==> config.mk <==
export PLATFORM = sky130hd
export DESIGN_NAME = sdram_pwrup_seq
export DESIGN_NICKNAME = d
export VERILOG_FILES = /design/src/rtl/sdram_init_pkg.sv /design/src/rtl/sdram_rst_sync.sv /design/src/rtl/sdram_init_timer.sv /design/src/rtl/sdram_init_fsm.sv /design/src/rtl/sdram_cmd_out.sv /design/src/rtl/sdram_pwrup_seq.sv
export SDC_FILE = /design/constraint.sdc
export NUM_CORES = 1
export LEC_CHECK = 0
export ABC_AREA = 1
export BUFFER_PORTS_ARGS = -buffer_cell sky130_fd_sc_hd__buf_2
export CAP_MARGIN = 15
export CORE_AREA = 2 2 63 65
export DETAILED_ROUTE_END_ITERATION = 7
export DIE_AREA = 0 0 65 67
export GPL_ROUTABILITY_DRIVEN = 1
export PLACE_DENSITY_LB_ADDON = 0.05
export SYNTH_ARGS = -nofsm -noshare
export SYNTH_HDL_FRONTEND = slang
export SYNTH_SLANG_ARGS = --single-unit
==> constraint.sdc <==
create_clock -name clk -period 3.8 [get_ports clk]
set_input_delay 0.57 -clock clk [delete_from_list [all_inputs] [get_ports clk]]
set_output_delay 0.57 -clock clk [all_outputs]
set_load 0.02 [all_outputs]
==> src/rtl/sdram_init_pkg.sv <==
package sdram_init_pkg;

  // Pin order {cs_n, ras_n, cas_n, we_n}
  typedef enum logic [3:0] {
    CMD_MODE_SET  = 4'b0000,
    CMD_REFRESH   = 4'b0001,
    CMD_PRECHARGE = 4'b0010,
    CMD_IDLE      = 4'b0111
  } sd_cmd_e;

  typedef enum logic [2:0] {
    ST_QUIET,
    ST_PRECHG,
    ST_PRECHG_WAIT,
    ST_MODE,
    ST_MODE_WAIT,
    ST_REFRESH,
    ST_REFRESH_WAIT,
    ST_READY
  } init_state_e;

endpackage

==> src/rtl/sdram_rst_sync.sv <==
module sdram_rst_sync (
  input  logic clk,
  input  logic arst_n,
  output logic srst_n
);
  logic [1:0] sync_q;

  always_ff @(posedge clk or negedge arst_n) begin
    if (!arst_n) sync_q <= 2'b00;
    else         sync_q <= {sync_q[0], 1'b1};
  end

  assign srst_n = sync_q[1];
endmodule

==> src/rtl/sdram_init_timer.sv <==
module sdram_init_timer #(
  parameter int TMR_W   = 16,
  parameter int RST_VAL = 100
) (
  input  logic             clk,
  input  logic             rst_n,
  input  logic             load,
  input  logic [TMR_W-1:0] load_val,
  input  logic             en,
  output logic             zero
);
  logic [TMR_W-1:0] cnt_q, cnt_d;

  always_comb begin
    cnt_d = cnt_q;
    if (load)                       cnt_d = load_val;
    else if (en && (cnt_q != '0))   cnt_d = cnt_q - 1'b1;
  end

  always_ff @(posedge clk or negedge rst_n) begin
    if (!rst_n) cnt_q <= TMR_W'(RST_VAL);
    else        cnt_q <= cnt_d;
  end

  assign zero = (cnt_q == '0);
endmodule

==> src/rtl/sdram_init_fsm.sv <==
module sdram_init_fsm
  import sdram_init_pkg::*;
#(
  parameter int T_RP      = 3,
  parameter int T_MRD     = 2,
  parameter int T_RFC     = 9,
  parameter int REF_COUNT = 8,
  parameter int TMR_W     = 16
) (
  input  logic             clk,
  input  logic             rst_n,
  input  logic             tmr_zero,
  output logic             tmr_load,
  output logic [TMR_W-1:0] tmr_val,
  output logic             tmr_en,
  output init_state_e      state
);
  localparam int REF_W = $clog2(REF_COUNT + 1);

  init_state_e      state_q, state_d;
  logic [REF_W-1:0] refs_q, refs_d;

  always_comb begin
    state_d  = state_q;
    refs_d   = refs_q;
    tmr_load = 1'b0;
    tmr_val  = '0;
    tmr_en   = 1'b0;
    unique case (state_q)
      ST_QUIET: begin
        tmr_en = 1'b1;
        if (tmr_zero) state_d = ST_PRECHG;
      end
      ST_PRECHG: begin
        // wait states = recovery - 1, next command lands exactly on recovery
        tmr_load = 1'b1;
        tmr_val  = TMR_W'(T_RP - 2);
        state_d  = ST_PRECHG_WAIT;
      end
      ST_PRECHG_WAIT: begin
        tmr_en = 1'b1;
        if (tmr_zero) state_d = ST_MODE;
      end
      ST_MODE: begin
        tmr_load = 1'b1;
        tmr_val  = TMR_W'(T_MRD - 2);
        state_d  = ST_MODE_WAIT;
      end
      ST_MODE_WAIT: begin
        tmr_en = 1'b1;
        if (tmr_zero) state_d = ST_REFRESH;
      end
      ST_REFRESH: begin
        tmr_load = 1'b1;
        tmr_val  = TMR_W'(T_RFC - 2);
        refs_d   = refs_q - 1'b1;
        state_d  = ST_REFRESH_WAIT;
      end
      ST_REFRESH_WAIT: begin
        tmr_en = 1'b1;
        if (tmr_zero) state_d = (refs_q == '0) ? ST_READY : ST_REFRESH;
      end
      ST_READY: state_d = ST_READY;
      default:  state_d = ST_QUIET;
    endcase
  end

  always_ff @(posedge clk or negedge rst_n) begin
    if (!rst_n) begin
      state_q <= ST_QUIET;
      refs_q  <= REF_W'(REF_COUNT);
    end else begin
      state_q <= state_d;
      refs_q  <= refs_d;
    end
  end

  assign state = state_q;
endmodule

==> src/rtl/sdram_cmd_out.sv <==
module sdram_cmd_out
  import sdram_init_pkg::*;
#(
  parameter int ADDR_W = 13,
  parameter int AP_BIT = 10
) (
  input  logic              clk,
  input  logic              rst_n,
  input  init_state_e       state,
  input  logic [ADDR_W-1:0] mode_word,
  output logic              sd_cs_n,
  output logic              sd_ras_n,
  output logic              sd_cas_n,
  output logic              sd_we_n,
  output logic              sd_cke,
  output logic              sd_dqm,
  output logic [ADDR_W-1:0] sd_addr,
  output logic              init_done
);
  sd_cmd_e           cmd_d, cmd_q;
  logic [ADDR_W-1:0] addr_d, addr_q;
  logic              ready_d, ready_q;
  logic              cke_q;

  always_comb begin
    cmd_d   = CMD_IDLE;
    addr_d  = '0;
    ready_d = 1'b0;
    unique case (state)
      ST_PRECHG: begin
        cmd_d          = CMD_PRECHARGE;
        addr_d[AP_BIT] = 1'b1;
      end
      ST_MODE: begin
        cmd_d  = CMD_MODE_SET;
        addr_d = mode_word;
      end
      ST_REFRESH: cmd_d   = CMD_REFRESH;
      ST_READY:   ready_d = 1'b1;
      default:    cmd_d   = CMD_IDLE;
    endcase
  end

  always_ff @(posedge clk or negedge rst_n) begin
    if (!rst_n) begin
      cmd_q   <= CMD_IDLE;
      addr_q  <= '0;
      ready_q <= 1'b0;
      cke_q   <= 1'b1;
    end else begin
      cmd_q   <= cmd_d;
      addr_q  <= addr_d;
      ready_q <= ready_d;
      cke_q   <= 1'b1;
    end
  end

  assign {sd_cs_n, sd_ras_n, sd_cas_n, sd_we_n} = cmd_q;
  assign sd_addr   = addr_q;
  assign sd_cke    = cke_q;
  assign sd_dqm    = ~ready_q;
  assign init_done = ready_q;
endmodule

==> src/rtl/sdram_pwrup_seq.sv <==
module sdram_pwrup_seq
  import sdram_init_pkg::*;
#(
  parameter int CLK_MHZ   = 125,
  parameter int PAUSE_US  = 200,
  parameter int T_RP      = 3,
  parameter int T_MRD     = 2,
  parameter int T_RFC     = 9,
  parameter int REF_COUNT = 8,
  parameter int ADDR_W    = 13,
  parameter int AP_BIT    = 10
) (
  input  logic              clk,
  input  logic              rst_n,
  input  logic [ADDR_W-1:0] mode_word,
  output logic              sd_cs_n,
  output logic              sd_ras_n,
  output logic              sd_cas_n,
  output logic              sd_we_n,
  output logic              sd_cke,
  output logic              sd_dqm,
  output logic [ADDR_W-1:0] sd_addr,
  output logic              init_done
);
  localparam int PAUSE_CYC = CLK_MHZ * PAUSE_US;
  localparam int TMR_W     = $clog2(PAUSE_CYC + 1);

  logic             srst_n;
  logic             tmr_load, tmr_en, tmr_zero;
  logic [TMR_W-1:0] tmr_val;
  init_state_e      state;

  sdram_rst_sync u_rst (
    .clk    (clk),
    .arst_n (rst_n),
    .srst_n (srst_n)
  );

  sdram_init_timer #(
    .TMR_W   (TMR_W),
    .RST_VAL (PAUSE_CYC - 1)
  ) u_tmr (
    .clk      (clk),
    .rst_n    (srst_n),
    .load     (tmr_load),
    .load_val (tmr_val),
    .en       (tmr_en),
    .zero     (tmr_zero)
  );

  sdram_init_fsm #(
    .T_RP      (T_RP),
    .T_MRD     (T_MRD),
    .T_RFC     (T_RFC),
    .REF_COUNT (REF_COUNT),
    .TMR_W     (TMR_W)
  ) u_fsm (
    .clk      (clk),
    .rst_n    (srst_n),
    .tmr_zero (tmr_zero),
    .tmr_load (tmr_load),
    .tmr_val  (tmr_val),
    .tmr_en   (tmr_en),
    .state    (state)
  );

  sdram_cmd_out #(
    .ADDR_W (ADDR_W),
    .AP_BIT (AP_BIT)
  ) u_out (
    .clk       (clk),
    .rst_n     (srst_n),
    .state     (state),
    .mode_word (mode_word),
    .sd_cs_n   (sd_cs_n),
    .sd_ras_n  (sd_ras_n),
    .sd_cas_n  (sd_cas_n),
    .sd_we_n   (sd_we_n),
    .sd_cke    (sd_cke),
    .sd_dqm    (sd_dqm),
    .sd_addr   (sd_addr),
    .init_done (init_done)
  );
endmodule

==> flow_summary_export.csv, run 1 <==
group,metric,value,unit
status,outcome,"finished clean",
route,dr.pass1.iters,4,
sta,relSlewSlack,0.496,
finish,drive_gt1_frac,0.243,
synth,ys_ff_latch,41,
floorplanning,pin_count,35,
synth,ys_warn_count,0,
sta,min_period,2.05,ns
placed_design,portBuffers,32,
worst_setup_path,worst_r2r_path_depth,7,
worst_setup_path,critPathMaxFanout,9,
sta,tightest_slew,0.756,ns
route,dr_wl_met3,226,um
route,wl_met1,1.78,mm
worst_setup_path,crit_slowest_cell,"a21oi_1",
worst_setup_path,path_cells,"inv_1 > ha_1 > nand2_2 > nor2_4 > a21oi_1 > nand4_1 > nand2_1",
worst_setup_path,crit_path_start,"u_tmr.cnt_q[0]$_DFFE_PN1P_",
finish,syn_to_final_growth,15.7,%
clocking,ctsResizeCount,0,
finish,antenna_cells,0,
pwr,cellLeakagePower,1.28,nW
route,vias_per_cell,4.82,
synth,synthesis.area,1940,um2
global_routing,grt_pass1_wl,6.67,mm
sta,setup_tns,0,ns
floorplanning,coreArea,3610,um2
worst_setup_path,worstSetupPathType,"flop to flop",
clocking,cts.path.max_buffers,2,
floorplanning,die_y,67,um
clocking,cts_setup_buffers,0,
placed_design,dp_hpwl,2.72,mm
worst_setup_path,cp_top_family,"compound AO/OA/AOI/OAI gates",
worst_setup_path,cp-end-kind,"flop",
finish,fin_util,0.624,
pwr,ir_drop,0.216,mV
route,wl_met2,1.78,mm
clocking,cts_root_buf,"clkbuf_8",
finish,final_common_cell,"nand2_1",
worst_setup_path,r2r_start,"u_tmr.cnt_q[0]$_DFFE_PN1P_",
sta,skew,0.00621,ns
route,top_layer_used,"met4",
global_routing,grt_max_degree,32,
worst_setup_path,cp.required,4.02,ns
worst_setup_path,path_buf_inv,1,
sta,fmax,0.489,GHz
global_routing,grt_pass1_vias,1447,
route,routed_wl,3.81,mm
route,wl_per_cell,11.9,um
finish,most-common-layout-cells,"57 x nand2_1, 39 x nor2_1, 32 x buf_2",
clocking,numCtsBuffers,5,
synth,synth.largest_area_cell,"dfrtp_1",
route,ant_nets,0,
clocking,cts_tree,"built",
clocking,clock_latency,0.29,ns
global_routing,grt_overflow,0,
worst_setup_path,r2r_slack,1.75,ns
sta,finalSetupViolations,0,
pwr,p_total,799,uW
clocking,cts_hold_buf,0,
route,first_iter_violations,106,
synth,post-synth-top-area-fraction,0.373,
global_routing,antenna_found_initial,0,
worst_setup_path,slowest_delay,0.59,ns
route,via_count,1542,
clocking,htree_levels,2,
floorplanning,die_area,4360,um2
synth,synth_area_leaders,"dfrtp_1 37%, dfstp_2 16%, nand2_1 11%",
synth,synth_cells,235,
worst_setup_path,crit_path_start_kind,"flop",
synth,syn_avg_cell_area,8.27,um2
floorplanning,rows,22,
worst_setup_path,cp.arrival,2.27,ns
worst_setup_path,reg2reg_to,"u_tmr.cnt_q[11]$_DFFE_PN0P_",
placed_design,globalplace.congestion,0.859,
sta,post-route-period-util,0.539,
flow_run,max_cap_violations,0,
sta,grt_setup_unrepaired,"false",
global_routing,globalRouteTotalUtil,0.203,
floorplanning,fp.dieW,65,um
floorplanning,start_util,0.539,
worst_hold_path,min_path_type,"input port to asynchronous set/reset pin",
sta,hold_viol_final,0,
sta,slew_viol_final,0,
pwr,powerDensity,355,nW/um2
clocking,clk_pin_slew,0.08,ns
synth,ys_seq_area_frac,0.536,
synth,synthDistinctLibCells,24,
clocking,cts.sinks,41,
route,drc,0,
finish,nNetsFinal,289,
layout make-up:
type,instances,area (um2)
Clock buffer,6,72.6
Clock inverter,2,35.0
Fill cell,325,1360
Inverter,36,135
Multi-Input combinational cell,154,737
Sequential cell,41,1040
Tap cell,48,60.1
Timing Repair Buffer,33,168
metal layers:
layer  track usage  up-vias
met5             0        -
met4        0.0878        0
met3        0.0524        2
met2         0.316       49
met1         0.269      700
li1              -      791
cell families (layout without fill, tap and decap cells):
kind of cell    after synthesis  count (layout)  synth area share
compound gates               15              15            0.0438
buf+inv                      41              77            0.0869
xor+xnor                      5               5            0.0225
other cells                   2               3           0.00386
simple gates                128             128             0.288
fa+ha+maj                     3               3            0.0193
flops                        41              41             0.536
synth_stat cells:
master	n
nand2_1	57
nor2_1	39
inv_1	31
dfrtp_1	29
nand4_1	14
dfstp_2	12
nand3_1	6
inv_2	5
o21ai_0	5
o21ai_1	5
nand2_2	4
o21bai_1	4
xor2_1	4
ha_1	3
nor2_2	3
nor3_1	3
buf_4	2
clkbuf_1	2
conb_1	2
a21oi_1	1
buf_6	1
nand2_4	1
nor2_4	1
xnor2_1	1
through the flow:
step / instance area [um2] / setup slack [ns] / cells / hold slack [ns]
after floorplan: 1950 / 2.11 / 236 / 0.274
after detailed placement: 2140 / 1.78 / 312 / 0.166
after CTS: 2250 / 1.76 / 320 / 0.0462
after global placement: 2140 / 1.82 / 312 / 0.157
after global routing: 2250 / 1.56 / 320 / 0.0464
final: 2250 / 1.75 / 320 / 0.0547
registers in the layout (all words and copies together) (netlist names):
signal,flops
u_tmr.cnt_q,15
u_fsm.state,3
u_out.init_done,1
u_rst.sync_q,2
u_fsm.refs_q,4
u_out.sd_addr,13
u_out.cmd_q,3
report_power, final:
group	total [mW]	leakage, nW	internal (mW)	switching [mW]
registers	0.440	0.505	0.438	0.00201
logic	0.0183	0.718	0.00670	0.0116
clock network	0.341	0.0552	0.195	0.146
total	0.799	1.28	0.639	0.159
worst max path at each step:
stage	slack, ns	cells after the start	end
floorplan	2.11	7	u_tmr.cnt_q[10]$_DFFE_PN0P_
global placement	1.82	7	u_tmr.cnt_q[8]$_DFFE_PN1P_
detailed placement	1.78	7	u_tmr.cnt_q[12]$_DFFE_PN0P_
CTS	1.76	7	u_tmr.cnt_q[12]$_DFFE_PN0P_
global route	1.56	7	u_tmr.cnt_q[8]$_DFFE_PN1P_
finish	1.75	7	u_tmr.cnt_q[11]$_DFFE_PN0P_
No activity file was read; power rests on OpenSTA's default activity.
==> inputs of run 2 (changes only) <==
- CORE_AREA: 2 2 63 65 -> 2 2 66 68
- DIE_AREA: 0 0 65 67 -> 0 0 68 70
- clock period: 3.8 -> 1.74 ns (I/O delays scaled with it)
==> flow_summary_export.csv, run 2 (synthesis results as in run 1) <==
group,metric,value,unit
global_routing,grt_overflow,0,
route,wl_per_cell,11.2,um
clocking,numCtsBuffers,5,
worst_setup_path,worst_r2r_path_depth,10,
finish,nNetsFinal,295,
floorplanning,fp.dieW,68,um
floorplanning,rows,24,
sta,grt_setup_unrepaired,"false",
pwr,p_total,1.59,mW
global_routing,grt_pass1_wl,6.24,mm
sta,slew_viol_final,0,
route,via_count,1543,
floorplanning,pin_count,35,
worst_hold_path,hp-start,"mode_word[5]",
sta,post-route-period-util,0.909,
route,drc,0,
finish,fin_util,0.550,
clocking,clock_latency,0.29,ns
placed_design,post-place-ws,0.0975,ns
global_routing,grt_pass1_vias,1425,
pwr,ir_drop,0.515,mV
floorplanning,start_util,0.469,
route,first_iter_violations,77,
sta,fmax,0.632,GHz
finish,antenna_cells,0,
placed_design,dp_cells,320,
status,outcome,"finished clean",
route,dr.pass1.iters,4,
worst_setup_path,cp.arrival,1.77,ns
finish,most-common-layout-cells,"57 x nand2_1, 39 x nor2_1, 32 x buf_2",
worst_setup_path,r2r_slack,0.16,ns
finish,fill_cells,406,
floorplanning,die_y,70,um
worst_hold_path,worstHoldPathCells,3,
finish,final_common_cell,"nand2_1",
global_routing,antenna_found_initial,0,
floorplanning,die_area,4760,um2
sta,fin_ws,0.158,ns
finish,postLayoutCellArea,2280,um2
floorplanning,coreArea,4140,um2
worst_setup_path,cp-end-kind,"flop",
finish,fin_cells,330,
clocking,cts_tree,"built",
sta,hold_slack,0.172,ns
pwr,powerDensity,700,nW/um2
worst_setup_path,reg2reg_to,"u_tmr.cnt_q[12]$_DFFE_PN0P_",
worst_setup_path,crit_path_start_kind,"flop",
route,routed_wl,3.70,mm
flow_run,max_cap_violations,0,
placed_design,dp_hpwl,2.69,mm
sta,skew,0.00500,ns
worst_setup_path,critPathMaxFanout,11,
clocking,cts.sinks,41,
placed_design,globalplace.congestion,0.903,
worst_hold_path,hold_end,"u_out.sd_addr[5]$_DFF_PN0_",
pwr,cellLeakagePower,1.29,nW
finish,regMostFlops,"u_tmr.cnt_q",
worst_setup_path,worstSetupPathType,"flop to flop",
placed_design,placed_area,2180,um2
worst_setup_path,r2r_start,"u_tmr.cnt_q[0]$_DFFE_PN1P_",
finish,drive_gt1_frac,0.255,
clocking,htree_levels,2,
route,ant_nets,0,
route,vias_per_cell,4.68,
worst_hold_path,min_path_type,"input port to flop",
finish,syn_to_final_growth,17.3,%
worst_setup_path,cp.required,1.92,ns
sta,setup_tns,0,ns
sta,hold_viol_final,0,
global_routing,grt_max_degree,40,
finish,largest_reg_flops,15,
placed_design,portBuffers,32,
clocking,clk_pin_slew,0.08,ns
sta,min_period,1.58,ns
clocking,cts.path.max_buffers,2,
sta,finalSetupViolations,0,
clocking,cts_root_buf,"clkbuf_8",
global_routing,globalRouteTotalUtil,0.175,
==> run 2: power by group <==
part           leakage [nW]  total (mW)  switching, mW  internal, mW
Clock                0.0450       0.593          0.315         0.278
Combinational         0.743      0.0450         0.0289        0.0161
Sequential            0.505       0.956       0.000446         0.956
==> run 2: layer usage <==
| layer | GRT usage | vias to the layer above | share of wire |
|---|---|---|---|
| li1 | - | 800 | - |
| met1 | 0.231 | 700 | 0.49 |
| met2 | 0.270 | 38 | 0.45 |
| met3 | 0.0580 | 5 | 0.049 |
| met4 | 0.0533 | 0 | 0.012 |
| met5 | 0 | - | 0 |
==> run 2: cell type report <==
cell class | count | area [um2] | share of cell area
multi-input combinational | 154 | 737 | 0.323
tap | 52 | 65.1 | 0.0286
timing repair buffer | 39 | 215 | 0.0945
clock inverter | 2 | 10.0 | 0.00439
sequential | 41 | 1040 | 0.457
clock buffer | 6 | 72.6 | 0.0319
inverter | 36 | 138 | 0.0604
==> run 2: timing repair <==
item,4_1_cts,5_1_grt
setup endpoints to repair,0,10
setup buffers,0,1
hold endpoints to repair,2,0
hold buffers,1,0
resized for setup,0,1
==> run 2: how the worst max path moves through the flow <==
stage | from | to | slack, ns | cells after the start
floorplan | u_tmr.cnt_q[0]$_DFFE_PN1P_ | u_tmr.cnt_q[10]$_DFFE_PN0P_ | 0.05 | 7
global placement | u_tmr.cnt_q[0]$_DFFE_PN1P_ | u_tmr.cnt_q[10]$_DFFE_PN0P_ | 0.13 | 10
detailed placement | u_tmr.cnt_q[0]$_DFFE_PN1P_ | u_tmr.cnt_q[6]$_DFFE_PN0P_ | 0.1 | 10
CTS | u_tmr.cnt_q[0]$_DFFE_PN1P_ | u_tmr.cnt_q[4]$_DFFE_PN0P_ | 0.09 | 10
global route | u_tmr.cnt_q[0]$_DFFE_PN1P_ | u_tmr.cnt_q[12]$_DFFE_PN0P_ | 0.009 | 10
finish | u_tmr.cnt_q[0]$_DFFE_PN1P_ | u_tmr.cnt_q[12]$_DFFE_PN0P_ | 0.16 | 10
==> run 2: worst max-delay path, stage by stage, from the launching register on <==
cell and delay, ns:
dfstp_2 0.55, inv_1 0.07, ha_1 0.22, nand2_2 0.11
nor2_4 0.06, nand2_2 0.08, nand2_2 0.07, nand2_4 0.12
inv_4 0.09, nand2_1 0.06, nand2_1 0.05
